<file path="config.mk">
export PLATFORM = sky130hd
export DESIGN_NAME = gpio_alias_top
export DESIGN_NICKNAME = d
export VERILOG_FILES = /design/src/rtl/gpio_alias_pkg.sv /design/src/rtl/gpio_addr_decode.sv /design/src/rtl/gpio_sync2.sv /design/src/rtl/gpio_port_reg.sv /design/src/rtl/gpio_alias_top.sv
export SDC_FILE = /design/constraint.sdc
export NUM_CORES = 1
export LEC_CHECK = 0
export ABC_CLOCK_PERIOD_IN_PS = 5000
export BUFFER_PORTS_ARGS = -buffer_cell sky130_fd_sc_hd__buf_2
export CORE_ASPECT_RATIO = 0.75
export CORE_MARGIN = 8
export CORE_UTILIZATION = 58
export CTS_BUF_LIST = sky130_fd_sc_hd__clkbuf_8
export DETAILED_ROUTE_END_ITERATION = 16
export PLACE_DENSITY = 0.92
export SYNTH_ARGS = -nofsm -noshare
export SYNTH_HDL_FRONTEND = slang
export SYNTH_SLANG_ARGS = --single-unit
</file>
<file path="constraint.sdc">
create_clock -name clk -period 5 [get_ports clk]
set_input_delay 1 -clock clk [delete_from_list [all_inputs] [get_ports clk]]
set_output_delay 1 -clock clk [all_outputs]
set_load 0.01 [all_outputs]
</file>
<file path="src/rtl/gpio_alias_pkg.sv">
package gpio_alias_pkg;

    typedef enum logic [1:0] {
        RGN_NONE = 2'd0,
        RGN_DATA = 2'd1,
        RGN_PIN  = 2'd2,
        RGN_CLR  = 2'd3
    } region_e;

    typedef struct packed {
        logic [7:0] data;
    } port_state_t;

    typedef struct packed {
        logic [7:0] rdata;
    } bus_state_t;

    // Mask of implemented bits for a port of the given width (1..8)
    function automatic logic [7:0] width_mask(input int unsigned w);
        logic [31:0] m;
        m = (32'd1 << w) - 32'd1;
        return m[7:0];
    endfunction

endpackage

</file>
<file path="src/rtl/gpio_addr_decode.sv">
module gpio_addr_decode
    import gpio_alias_pkg::*;
#(
    parameter int unsigned             NPORTS    = 4,
    parameter int unsigned             ADDR_W    = 8,
    parameter logic [ADDR_W-1:0]       DATA_BASE = 8'h00,
    parameter logic [ADDR_W-1:0]       PIN_BASE  = 8'h10,
    parameter logic [ADDR_W-1:0]       CLR_BASE  = 8'h20,
    localparam int unsigned            IDX_W     = (NPORTS > 1) ? $clog2(NPORTS) : 1
) (
    input  logic              clk,
    input  logic              rst_n,
    input  logic [ADDR_W-1:0] addr,
    output region_e           region,
    output logic [IDX_W-1:0]  idx
);
    localparam logic [ADDR_W:0] SPAN = (ADDR_W+1)'(NPORTS);

    logic [ADDR_W:0]   ext;
    logic              hit_data, hit_pin, hit_clr;
    logic [ADDR_W-1:0] off_data, off_pin, off_clr;

    always_comb begin
        ext      = {1'b0, addr};
        hit_data = (ext >= {1'b0, DATA_BASE}) && (ext < ({1'b0, DATA_BASE} + SPAN));
        hit_pin  = (ext >= {1'b0, PIN_BASE})  && (ext < ({1'b0, PIN_BASE}  + SPAN));
        hit_clr  = (ext >= {1'b0, CLR_BASE})  && (ext < ({1'b0, CLR_BASE}  + SPAN));
        off_data = addr - DATA_BASE;
        off_pin  = addr - PIN_BASE;
        off_clr  = addr - CLR_BASE;
        region   = RGN_NONE;
        idx      = '0;
        if (hit_data) begin
            region = RGN_DATA;
            idx    = off_data[IDX_W-1:0];
        end else if (hit_pin) begin
            region = RGN_PIN;
            idx    = off_pin[IDX_W-1:0];
        end else if (hit_clr) begin
            region = RGN_CLR;
            idx    = off_clr[IDX_W-1:0];
        end
    end

    // the three windows never overlap, so an access reaches one register at most
    a_r8_single_window: assert property (@(posedge clk) disable iff (!rst_n)
        $onehot0({hit_data, hit_pin, hit_clr}));

endmodule

</file>
<file path="src/rtl/gpio_sync2.sv">
module gpio_sync2 #(
    parameter int unsigned W = 8
) (
    input  logic         clk,
    input  logic         rst_n,
    input  logic [W-1:0] d,
    output logic [W-1:0] q
);
    typedef struct packed {
        logic [W-1:0] s1;
        logic [W-1:0] s2;
    } sync_state_t;

    sync_state_t st_d, st_q;

    always_comb begin
        st_d.s1 = d;
        st_d.s2 = st_q.s1;
    end

    always_ff @(posedge clk) begin
        if (!rst_n) st_q <= '0;
        else        st_q <= st_d;
    end

    assign q = st_q.s2;

    // the second stage always takes what the first stage held one cycle earlier
    a_r6_two_stage: assert property (@(posedge clk) disable iff (!rst_n)
        $past(rst_n) |=> q == $past(st_q.s1));

endmodule

</file>
<file path="src/rtl/gpio_port_reg.sv">
module gpio_port_reg
    import gpio_alias_pkg::*;
#(
    parameter int unsigned WIDTH = 8
) (
    input  logic       clk,
    input  logic       rst_n,
    input  logic       wr_direct,
    input  logic       wr_set,
    input  logic       wr_clr,
    input  logic [7:0] wdata,
    output logic [7:0] q
);
    localparam logic [7:0] MASK = width_mask(WIDTH);

    port_state_t st_d, st_q;

    always_comb begin
        st_d = st_q;
        if (wr_direct)   st_d.data = wdata & MASK;
        else if (wr_set) st_d.data = st_q.data | (wdata & MASK);
        else if (wr_clr) st_d.data = st_q.data & wdata;
    end

    always_ff @(posedge clk) begin
        if (!rst_n) st_q <= '0;
        else        st_q <= st_d;
    end

    assign q = st_q.data;

    // a set-view write never lowers a bit
    a_r3_set_only_raises: assert property (@(posedge clk) disable iff (!rst_n)
        wr_set |=> ((q & $past(q)) == $past(q)));

    // a clear-view write never raises a bit
    a_r4_clr_only_lowers: assert property (@(posedge clk) disable iff (!rst_n)
        wr_clr |=> ((q & ~$past(q)) == 8'h00));

    // without a write the register holds its value
    a_r2_hold_when_idle: assert property (@(posedge clk) disable iff (!rst_n)
        !(wr_direct || wr_set || wr_clr) |=> $stable(q));

    // reserved bits stay low whatever is written
    a_r7_reserved_low: assert property (@(posedge clk) disable iff (!rst_n)
        (wr_direct || wr_set) |=> ((q & ~MASK) == 8'h00));

endmodule

</file>
<file path="src/rtl/gpio_alias_top.sv">
module gpio_alias_top
    import gpio_alias_pkg::*;
#(
    parameter int unsigned             NPORTS     = 4,
    parameter logic [4*NPORTS-1:0]     WIDTH_CODE = 16'h4678,
    parameter logic [7:0]              DATA_BASE  = 8'h00,
    parameter logic [7:0]              PIN_BASE   = 8'h10,
    parameter logic [7:0]              CLR_BASE   = 8'h20
) (
    input  logic                clk,
    input  logic                rst_n,
    input  logic                bus_en,
    input  logic                bus_we,
    input  logic [7:0]          bus_addr,
    input  logic [7:0]          bus_wdata,
    output logic [7:0]          bus_rdata,
    input  logic [NPORTS*8-1:0] pin_in,
    output logic [NPORTS*8-1:0] out_data
);
    localparam int unsigned IDX_W = (NPORTS > 1) ? $clog2(NPORTS) : 1;

    region_e          region;
    logic [IDX_W-1:0] idx;
    logic             do_wr, do_rd;
    logic [7:0]       data_arr [NPORTS];
    logic [7:0]       pin_arr  [NPORTS];
    logic [7:0]       mask_arr [NPORTS];
    bus_state_t       bs_d, bs_q;

    assign do_wr = bus_en &&  bus_we;
    assign do_rd = bus_en && !bus_we;

    gpio_addr_decode #(
        .NPORTS    (NPORTS),
        .ADDR_W    (8),
        .DATA_BASE (DATA_BASE),
        .PIN_BASE  (PIN_BASE),
        .CLR_BASE  (CLR_BASE)
    ) u_dec (
        .clk    (clk),
        .rst_n  (rst_n),
        .addr   (bus_addr),
        .region (region),
        .idx    (idx)
    );

    for (genvar p = 0; p < NPORTS; p++) begin : g_port
        localparam int unsigned PW = WIDTH_CODE[4*p +: 4];
        logic sel;
        logic [7:0] pin_sync;

        assign sel = (idx == IDX_W'(p));
        assign mask_arr[p] = width_mask(PW);

        gpio_port_reg #(.WIDTH(PW)) u_reg (
            .clk       (clk),
            .rst_n     (rst_n),
            .wr_direct (do_wr && sel && (region == RGN_DATA)),
            .wr_set    (do_wr && sel && (region == RGN_PIN)),
            .wr_clr    (do_wr && sel && (region == RGN_CLR)),
            .wdata     (bus_wdata),
            .q         (data_arr[p])
        );

        gpio_sync2 #(.W(8)) u_sync (
            .clk   (clk),
            .rst_n (rst_n),
            .d     (pin_in[8*p +: 8]),
            .q     (pin_sync)
        );

        assign pin_arr[p] = pin_sync & mask_arr[p];
        assign out_data[8*p +: 8] = data_arr[p];
    end

    always_comb begin
        bs_d.rdata = 8'h00;
        if (do_rd) begin
            case (region)
                RGN_DATA: bs_d.rdata = data_arr[idx];
                RGN_PIN:  bs_d.rdata = pin_arr[idx];
                default:  bs_d.rdata = 8'h00;
            endcase
        end
    end

    always_ff @(posedge clk) begin
        if (!rst_n) bs_q <= '0;
        else        bs_q <= bs_d;
    end

    assign bus_rdata = bs_q.rdata;

    // the clear view reads as zero
    a_r5_clr_reads_zero: assert property (@(posedge clk) disable iff (!rst_n)
        (do_rd && region == RGN_CLR) |=> (bus_rdata == 8'h00));

    // unmapped reads return zero
    a_r8_unmapped_read_zero: assert property (@(posedge clk) disable iff (!rst_n)
        (do_rd && region == RGN_NONE) |=> (bus_rdata == 8'h00));

    // unmapped writes change nothing
    a_r8_unmapped_write_inert: assert property (@(posedge clk) disable iff (!rst_n)
        (do_wr && region == RGN_NONE) |=> $stable(out_data));

    // read data appears only after a read access
    a_r9_idle_rdata_zero: assert property (@(posedge clk) disable iff (!rst_n)
        !do_rd |=> (bus_rdata == 8'h00));

endmodule

</file>
==> parameters.txt, run 1 <==
Parameter                              Value

Drt
  WL final    9120 um
  Remaining DRCs    0
  Number of nets with antenna violations after detailed routing    0
  Via total after detailed routing    2989
  Routed wirelength normalized by instance count    18.1 um
  Via count normalized by instance count    5.93
  Number of DRC markers in iteration 0    254
  Iteration count of the initial detailed-routing pass    6

Place
  Pre-CTS setup slack    2.03 ns
  Final HPWL from detailed placement    6480 um
  Gp weighted congestion    0.838
  Count of buffers from port buffering    84

Logic synthesis
  Flops & latches, synth    90
  Most instantiated flip-flop cell in the synthesis netlist    sky130_fd_sc_hd__dfxtp_1
  Sequential cell area fraction in the yosys report    51.2%
  Top area cells in the synthesized netlist    sky130_fd_sc_hd__dfxtp_1 (51%), sky130_fd_sc_hd__and2_1 (9.1%), sky130_fd_sc_hd__mux2_2 (3.8%)
  Post-Synthesis Cell Area    0.00352 sq mm
  Total of warnings raised by yosys    0
  Syn avg cell area    10.1 sq um
  Number of distinct library cell variants in the gate-level netlist after synthesis    39
  Area leader, netlist    sky130_fd_sc_hd__dfxtp_1
  Cell count after synthesis    349
  Share of the synthesized area in the top cell type    51.2%
  Syn Nets    401
  Number of enable-type register cells in the synthesized netlist    0
  Proportion of register bits with asynchronous set or reset after synthesis    0%

STA
  Number of setup violations in the final report    0
  Total negative slack for setup checks    0 ns
  Max transition margin    47.5%
  Fin crit period    2.68 ns
  Final worst clock skew    0.00706 ns
  Ratio of final minimum period to clock period    53.6%
  Highest achievable clock rate    373 MHz
  Setup slack of the critical path after layout    2.32 ns
  Unrepaired setup endpoints after global routing    no
  Final max-slew violation count    0
  Transition time at the pin with the least slew margin    0.780 ns
  Final number of hold-violating endpoints    0

Hold path
  Worst hold path class    flip-flop to flip-flop

Clocking
  CTS sink count    90
  Clock tree from TritonCTS    yes
  Count of cells resized by post-cts repair    0
  Post-CTS Hold Fix Bufs    0
  Reg clk slew, reported paths    0.09 ns
  Buffer type at the clock tree root    sky130_fd_sc_hd__clkbuf_8
  Buffer count from post-CTS setup fixing    0
  Number of buffers inserted during clock tree synthesis    9
  Maximum count of clock buffers along a single path    2
  Htree depth    3
  Clock insertion delay at the later pin of the skew report    0.37 ns

Global routing
  Total grt overflow    0
  Number of global-route vias before repair    2814
  Total GRT Usage    20.8%
  Antenna violations before repair    2
  First-pass GRT wire length    14500 um
  Pin count of the biggest net entering global routing    90

Critical path
  Critical path's top delay family    simple AND/OR/NAND/NOR gates
  Critical path buffers and inverters    1
  Critical-path top delay cell    sky130_fd_sc_hd__nor4_1
  Worst EP arrival    2.91 ns
  CP Launch Type    input pin
  Crit path kind    input pin to flip-flop
  Data required time at the worst endpoint    5.23 ns
  Worst Setup End Kind    flip-flop
  Cell-by-cell listing of the critical path    buf_2 > nor4_1 > nand3_1 > o311ai_0 > o31ai_1
  Maximum cell stage delay along the critical path    0.69 ns
  Critical path peak fanout    8

Floorplanning
  Height of the chip    83.5 um
  Count of boundary I/O pins    92
  Area of the core    0.00583 sq mm
  Horizontal extent of the die    106 um
  Std-Cell Rows    24
  Initial Utilization    60.4%
  Die Outline Area    0.00884 sq mm

Cells and area
  Fraction of layout instances using a drive strength above 1    29.6%
  Syn-to-layout area delta    18.1%
  Net count, final    473
  Antenna diode instance count    0

Run status
  Status    finished, final reports clean

Pwr
  Leak pwr    1.76 nW
  Power per Cell Area    332 mW/mm^2
  Max VDD drop    0.266 mV

Flow run
  Number of maximum-capacitance violations    0
metrics by stage:
| stage | instances | util, % | cell area [sq um] | power [W] | hold slack, ns |
|---|---|---|---|---|---|
| 2_1_floorplan | 349 | - | 3520 | 0.000812 | 0.412 |
| 3_3_place_gp | 488 | 67.5 | 3930 | 0.000844 | 0.416 |
| 3_5_place_dp | 488 | 67.5 | 3930 | 0.000847 | 0.418 |
| 4_1_cts | 504 | 71.3 | 4160 | 0.00139 | 0.437 |
| 5_1_grt | 504 | 71.3 | 4160 | 0.00143 | 0.443 |
| 6_report | 504 | 71.3 | 4160 | 0.00138 | 0.437 |
cell usage after synthesis, drive strengths merged (8+ instances only):
library cell / n
dfxtp: 90
and2: 51
nand2: 34
clkbuf: 19
o21ai: 19
a21boi: 15
mux2: 12
o31ai: 10
a21oi: 9
a22o: 8
nor2: 8
cell type report:
class	instances	area [sq um]
Tap cell	78	97.6
Clock inverter	6	88.8
Multi-Input combinational cell	232	1590
Clock buffer	10	138
Inverter	3	11.3
Fill cell	443	1670
Sequential cell	90	1800
Timing Repair Buffer	85	428
registers in the layout (all words and copies together) (netlist names):
signal	flops
g_port.u_reg.q	32
g_port.u_sync.q	25
g_port.u_sync.st_d	25
bus_rdata	8
power by group:
group	leakage (nW)	total, W	internal (W)	switching [W]
clock network	0.109	0.000549	0.000296	0.000254
logic	0.911	0.0000926	0.0000372	0.0000554
registers	0.736	0.000740	0.000735	0.00000488
total	1.76	0.00138	0.00107	0.000314
worst paths after layout:
| path | startpoint | end | slack (ns) | cells past startpoint |
|---|---|---|---|---|
| setup / recovery | bus_addr[7] | g_port[2].u_reg.q[1] | 2.32 | 5 |
| hold / removal | g_port[3].u_sync.st_d[1] | g_port[3].u_sync.q[1] | 0.44 | 1 |
| setup reg to reg | g_port[2].u_reg.q[6] | bus_rdata[6] | 3.65 | 4 |
| hold reg to reg | g_port[3].u_sync.st_d[1] | g_port[3].u_sync.q[1] | 0.44 | 1 |
routing by layer:
layer  track usage (%)  part of all wire, %
met4              7.26                  2.3
met5                 0                 0.23
met1              25.2                   41
met2              31.5                   45
met3              10.0                   12
logic make-up after synthesis:
group | after synthesis | share of synthesized area, %
simple gates | 119 | 19.3
compound gates | 101 | 22.0
flops | 90 | 51.2
buf+inv | 27 | 3.56
mux | 12 | 3.84
layout by cell type, fill, tap and decap left out, types with 2 or more instances in the layout:
cell type / instances
sky130_fd_sc_hd__dfxtp_1: 90
sky130_fd_sc_hd__buf_2: 84
sky130_fd_sc_hd__and2_1: 51
sky130_fd_sc_hd__nand2_1: 34
sky130_fd_sc_hd__o21ai_0: 19
sky130_fd_sc_hd__a21boi_0: 14
sky130_fd_sc_hd__mux2_2: 12
sky130_fd_sc_hd__o31ai_1: 10
sky130_fd_sc_hd__clkbuf_8: 10
sky130_fd_sc_hd__a21oi_1: 9
sky130_fd_sc_hd__a22o_1: 8
sky130_fd_sc_hd__nor2_1: 7
sky130_fd_sc_hd__a221oi_2: 7
sky130_fd_sc_hd__nor3_1: 7
sky130_fd_sc_hd__o211ai_1: 6
sky130_fd_sc_hd__o311ai_0: 6
sky130_fd_sc_hd__a211oi_1: 6
sky130_fd_sc_hd__nand4_1: 5
sky130_fd_sc_hd__a211o_1: 5
sky130_fd_sc_hd__nand2b_1: 4
sky130_fd_sc_hd__inv_1: 3
sky130_fd_sc_hd__or3_1: 2
sky130_fd_sc_hd__nor2b_1: 2
sky130_fd_sc_hd__o211a_1: 2
sky130_fd_sc_hd__a21o_1: 2
sky130_fd_sc_hd__a311oi_1: 2
sky130_fd_sc_hd__nor4b_4: 2
sky130_fd_sc_hd__clkinvlp_4: 2
sky130_fd_sc_hd__bufinv_16: 2
Power figures use the tool's default switching activity.
==> run 2: changes to the inputs <==
--- a/config.mk
+++ b/config.mk
@@ -5,14 +5,14 @@
 export SDC_FILE = /design/constraint.sdc
 export NUM_CORES = 1
 export LEC_CHECK = 0
-export ABC_CLOCK_PERIOD_IN_PS = 5000
+export ABC_CLOCK_PERIOD_IN_PS = 2800
 export BUFFER_PORTS_ARGS = -buffer_cell sky130_fd_sc_hd__buf_2
 export CORE_ASPECT_RATIO = 0.75
 export CORE_MARGIN = 8
-export CORE_UTILIZATION = 58
+export CORE_UTILIZATION = 54
 export CTS_BUF_LIST = sky130_fd_sc_hd__clkbuf_8
 export DETAILED_ROUTE_END_ITERATION = 16
-export PLACE_DENSITY = 0.92
+export PLACE_DENSITY = 0.86
 export SYNTH_ARGS = -nofsm -noshare
 export SYNTH_HDL_FRONTEND = slang
 export SYNTH_SLANG_ARGS = --single-unit
==> constraint.sdc (replaced) <==
create_clock -name clk -period 2.8 [get_ports clk]
set_input_delay 0.56 -clock clk [delete_from_list [all_inputs] [get_ports clk]]
set_output_delay 0.56 -clock clk [all_outputs]
set_load 0.01 [all_outputs]
==> run 2 against run 1 <==
  * Cell count is 0.99% higher
  * Via count is 2.8% lower
  * Die area up 6.1%
  * Global-route usage fell by 1.1 points
  * Flip-flop and latch count is the same
  * Worst setup slack got worse by 1.5 ns
  * Highest routed layer is now met4
==> parameters.txt, run 2 (synthesis results as in run 1) <==
Parameter                              Value

Clocking
  CTS sink count    90
  Number of buffers inserted during clock tree synthesis    9
  Clock tree from TritonCTS    yes
  Count of cells resized by post-cts repair    0
  Post-CTS Hold Fix Bufs    0
  Htree depth    3
  Buffer type at the clock tree root    sky130_fd_sc_hd__clkbuf_8
  Reg clk slew, reported paths    0.08 ns
  Clock insertion delay at the later pin of the skew report    0.36 ns
  Buffer count from post-CTS setup fixing    0
  Maximum count of clock buffers along a single path    2

STA
  Final worst clock skew    0.00547 ns
  Number of setup violations in the final report    0
  Final number of hold-violating endpoints    0
  Final max-slew violation count    0
  Total negative slack for setup checks    0 ns
  Fin crit period    1.96 ns
  Transition time at the pin with the least slew margin    0.614 ns
  Unrepaired setup endpoints after global routing    no
  Max transition margin    58.7%
  Ratio of final minimum period to clock period    69.9%
  Setup slack of the critical path after layout    0.843 ns
  Highest achievable clock rate    511 MHz

Place
  Count of buffers from port buffering    84
  Pre-CTS setup slack    0.473 ns
  Area after DPL    0.00398 sq mm
  Gp weighted congestion    0.890
  Final HPWL from detailed placement    6670 um

Cells and area
  Net count, final    477
  Fraction of layout instances using a drive strength above 1    29.9%
  Top library cells by usage in the layout, fill and taps aside    sky130_fd_sc_hd__dfxtp_1 (90), sky130_fd_sc_hd__buf_2 (84), sky130_fd_sc_hd__and2_1 (51)
  Final std cell area, no fill    0.00418 sq mm
  Antenna diode instance count    0
  Number of flip-flops in the largest register    32
  Most common library cell in the layout ignoring fill and taps    sky130_fd_sc_hd__dfxtp_1
  Syn-to-layout area delta    18.8%

Drt
  Routed wirelength normalized by instance count    17.9 um
  Number of nets with antenna violations after detailed routing    0
  Via count normalized by instance count    5.71
  Remaining DRCs    0
  Via total after detailed routing    2905
  Number of DRC markers in iteration 0    191
  Iteration count of the initial detailed-routing pass    5
  WL final    9100 um

Global routing
  Pin count of the biggest net entering global routing    55
  Total GRT Usage    19.8%
  Antenna violations before repair    0
  Number of global-route vias before repair    2846
  Total grt overflow    0
  First-pass GRT wire length    14400 um

Pwr
  Leak pwr    1.77 nW
  Power per Cell Area    576 mW/mm^2
  Max VDD drop    0.375 mV
  Power Total    0.00241 W

Critical path
  Critical path buffers and inverters    1
  CP Launch Type    input pin
  Worst setup path startpoint    bus_addr[7]
  Critical path peak fanout    9
  Worst EP arrival    2.19 ns
  Worst Setup End Kind    flip-flop
  Crit Reg-Reg Startpoint    g_port[2].u_reg.q[7]
  Data required time at the worst endpoint    3.04 ns
  Critical-path top delay cell    sky130_fd_sc_hd__or4_4
  Maximum cell stage delay along the critical path    0.61 ns
  Crit path kind    input pin to flip-flop
  Cell-by-cell listing of the critical path    buf_2 > or4_4 > a211o_1 > a221oi_2 > a211oi_1
  Critical path's top delay family    compound AO/OA/AOI/OAI gates

Floorplanning
  Area of the core    0.00632 sq mm
  Die Outline Area    0.00938 sq mm
  Count of boundary I/O pins    92
  Height of the chip    85.9 um
  Horizontal extent of the die    109 um
  Initial Utilization    55.7%
  Std-Cell Rows    25

Flow run
  Number of maximum-capacitance violations    0

Hold path
  Worst hold path class    input pin to flip-flop
  Hold Startpoint    pin_in[8]

Run status
  Status    finished, final reports clean
run 2: changes by cell type in the layout (fill, tap and decap cells not counted), sizes merged:
cell | previous run | this run
buf | 85 | 89
clkbuf | 10 | 9
clkinv | 1 | 2
clkinvlp | 2 | 1
inv | 4 | 3
run 2: path summary, 6_finish.rpt:
path | slack, ns | end | cells after the start
setup / recovery | 0.84 | bus_rdata[1] | 5
hold / removal | 0.40 | g_port[1].u_sync.st_d[0] | 2
setup reg to reg | 1.53 | bus_rdata[7] | 4
hold reg to reg | 0.44 | g_port[1].u_sync.q[0] | 1
run 2: where the power goes:
group	total, W	switching, W	internal (W)
clock network	0.000916	0.000424	0.000492
registers	0.00132	0.00000945	0.00131
logic	0.000169	0.0000986	0.0000706
run 2: area by class of cell:
| cell class | instances | area [sq um] |
|---|---|---|
| fill | 500 | 2140 |
| sequential | 90 | 1800 |
| multi-input combinational | 232 | 1590 |
| timing repair buffer | 89 | 470 |
| clock buffer | 9 | 124 |
| tap | 81 | 101 |
| clock inverter | 5 | 81.3 |
| inverter | 3 | 11.3 |
run 2: worst reg2reg max path, cell delays in order, from the launching register on:
cell and delay, ns:
sky130_fd_sc_hd__dfxtp_1 0.34, sky130_fd_sc_hd__mux2_2 0.27, sky130_fd_sc_hd__a22o_1 0.20, sky130_fd_sc_hd__a211oi_1 0.23
sky130_fd_sc_hd__a211oi_1 0.10
run 2: routing by layer:
metal  vias to the layer above  wire, um  track usage (%)
met5                         -         0                0
met4                         0       163             7.21
met3                        16       897             7.04
met2                       128      4150             29.6
met1                      1358      3890             25.5
li1                       1403         -                -
run 2: through the flow:
stage | hold slack (ns) | util (%) | instances
2_1_floorplan | 0.412 | - | 349
3_3_place_gp | 0.416 | 62.9 | 495
3_5_place_dp | 0.420 | 62.9 | 495
4_1_cts | 0.396 | 66.2 | 509
5_1_grt | 0.397 | 66.2 | 509
6_report | 0.399 | 66.2 | 509
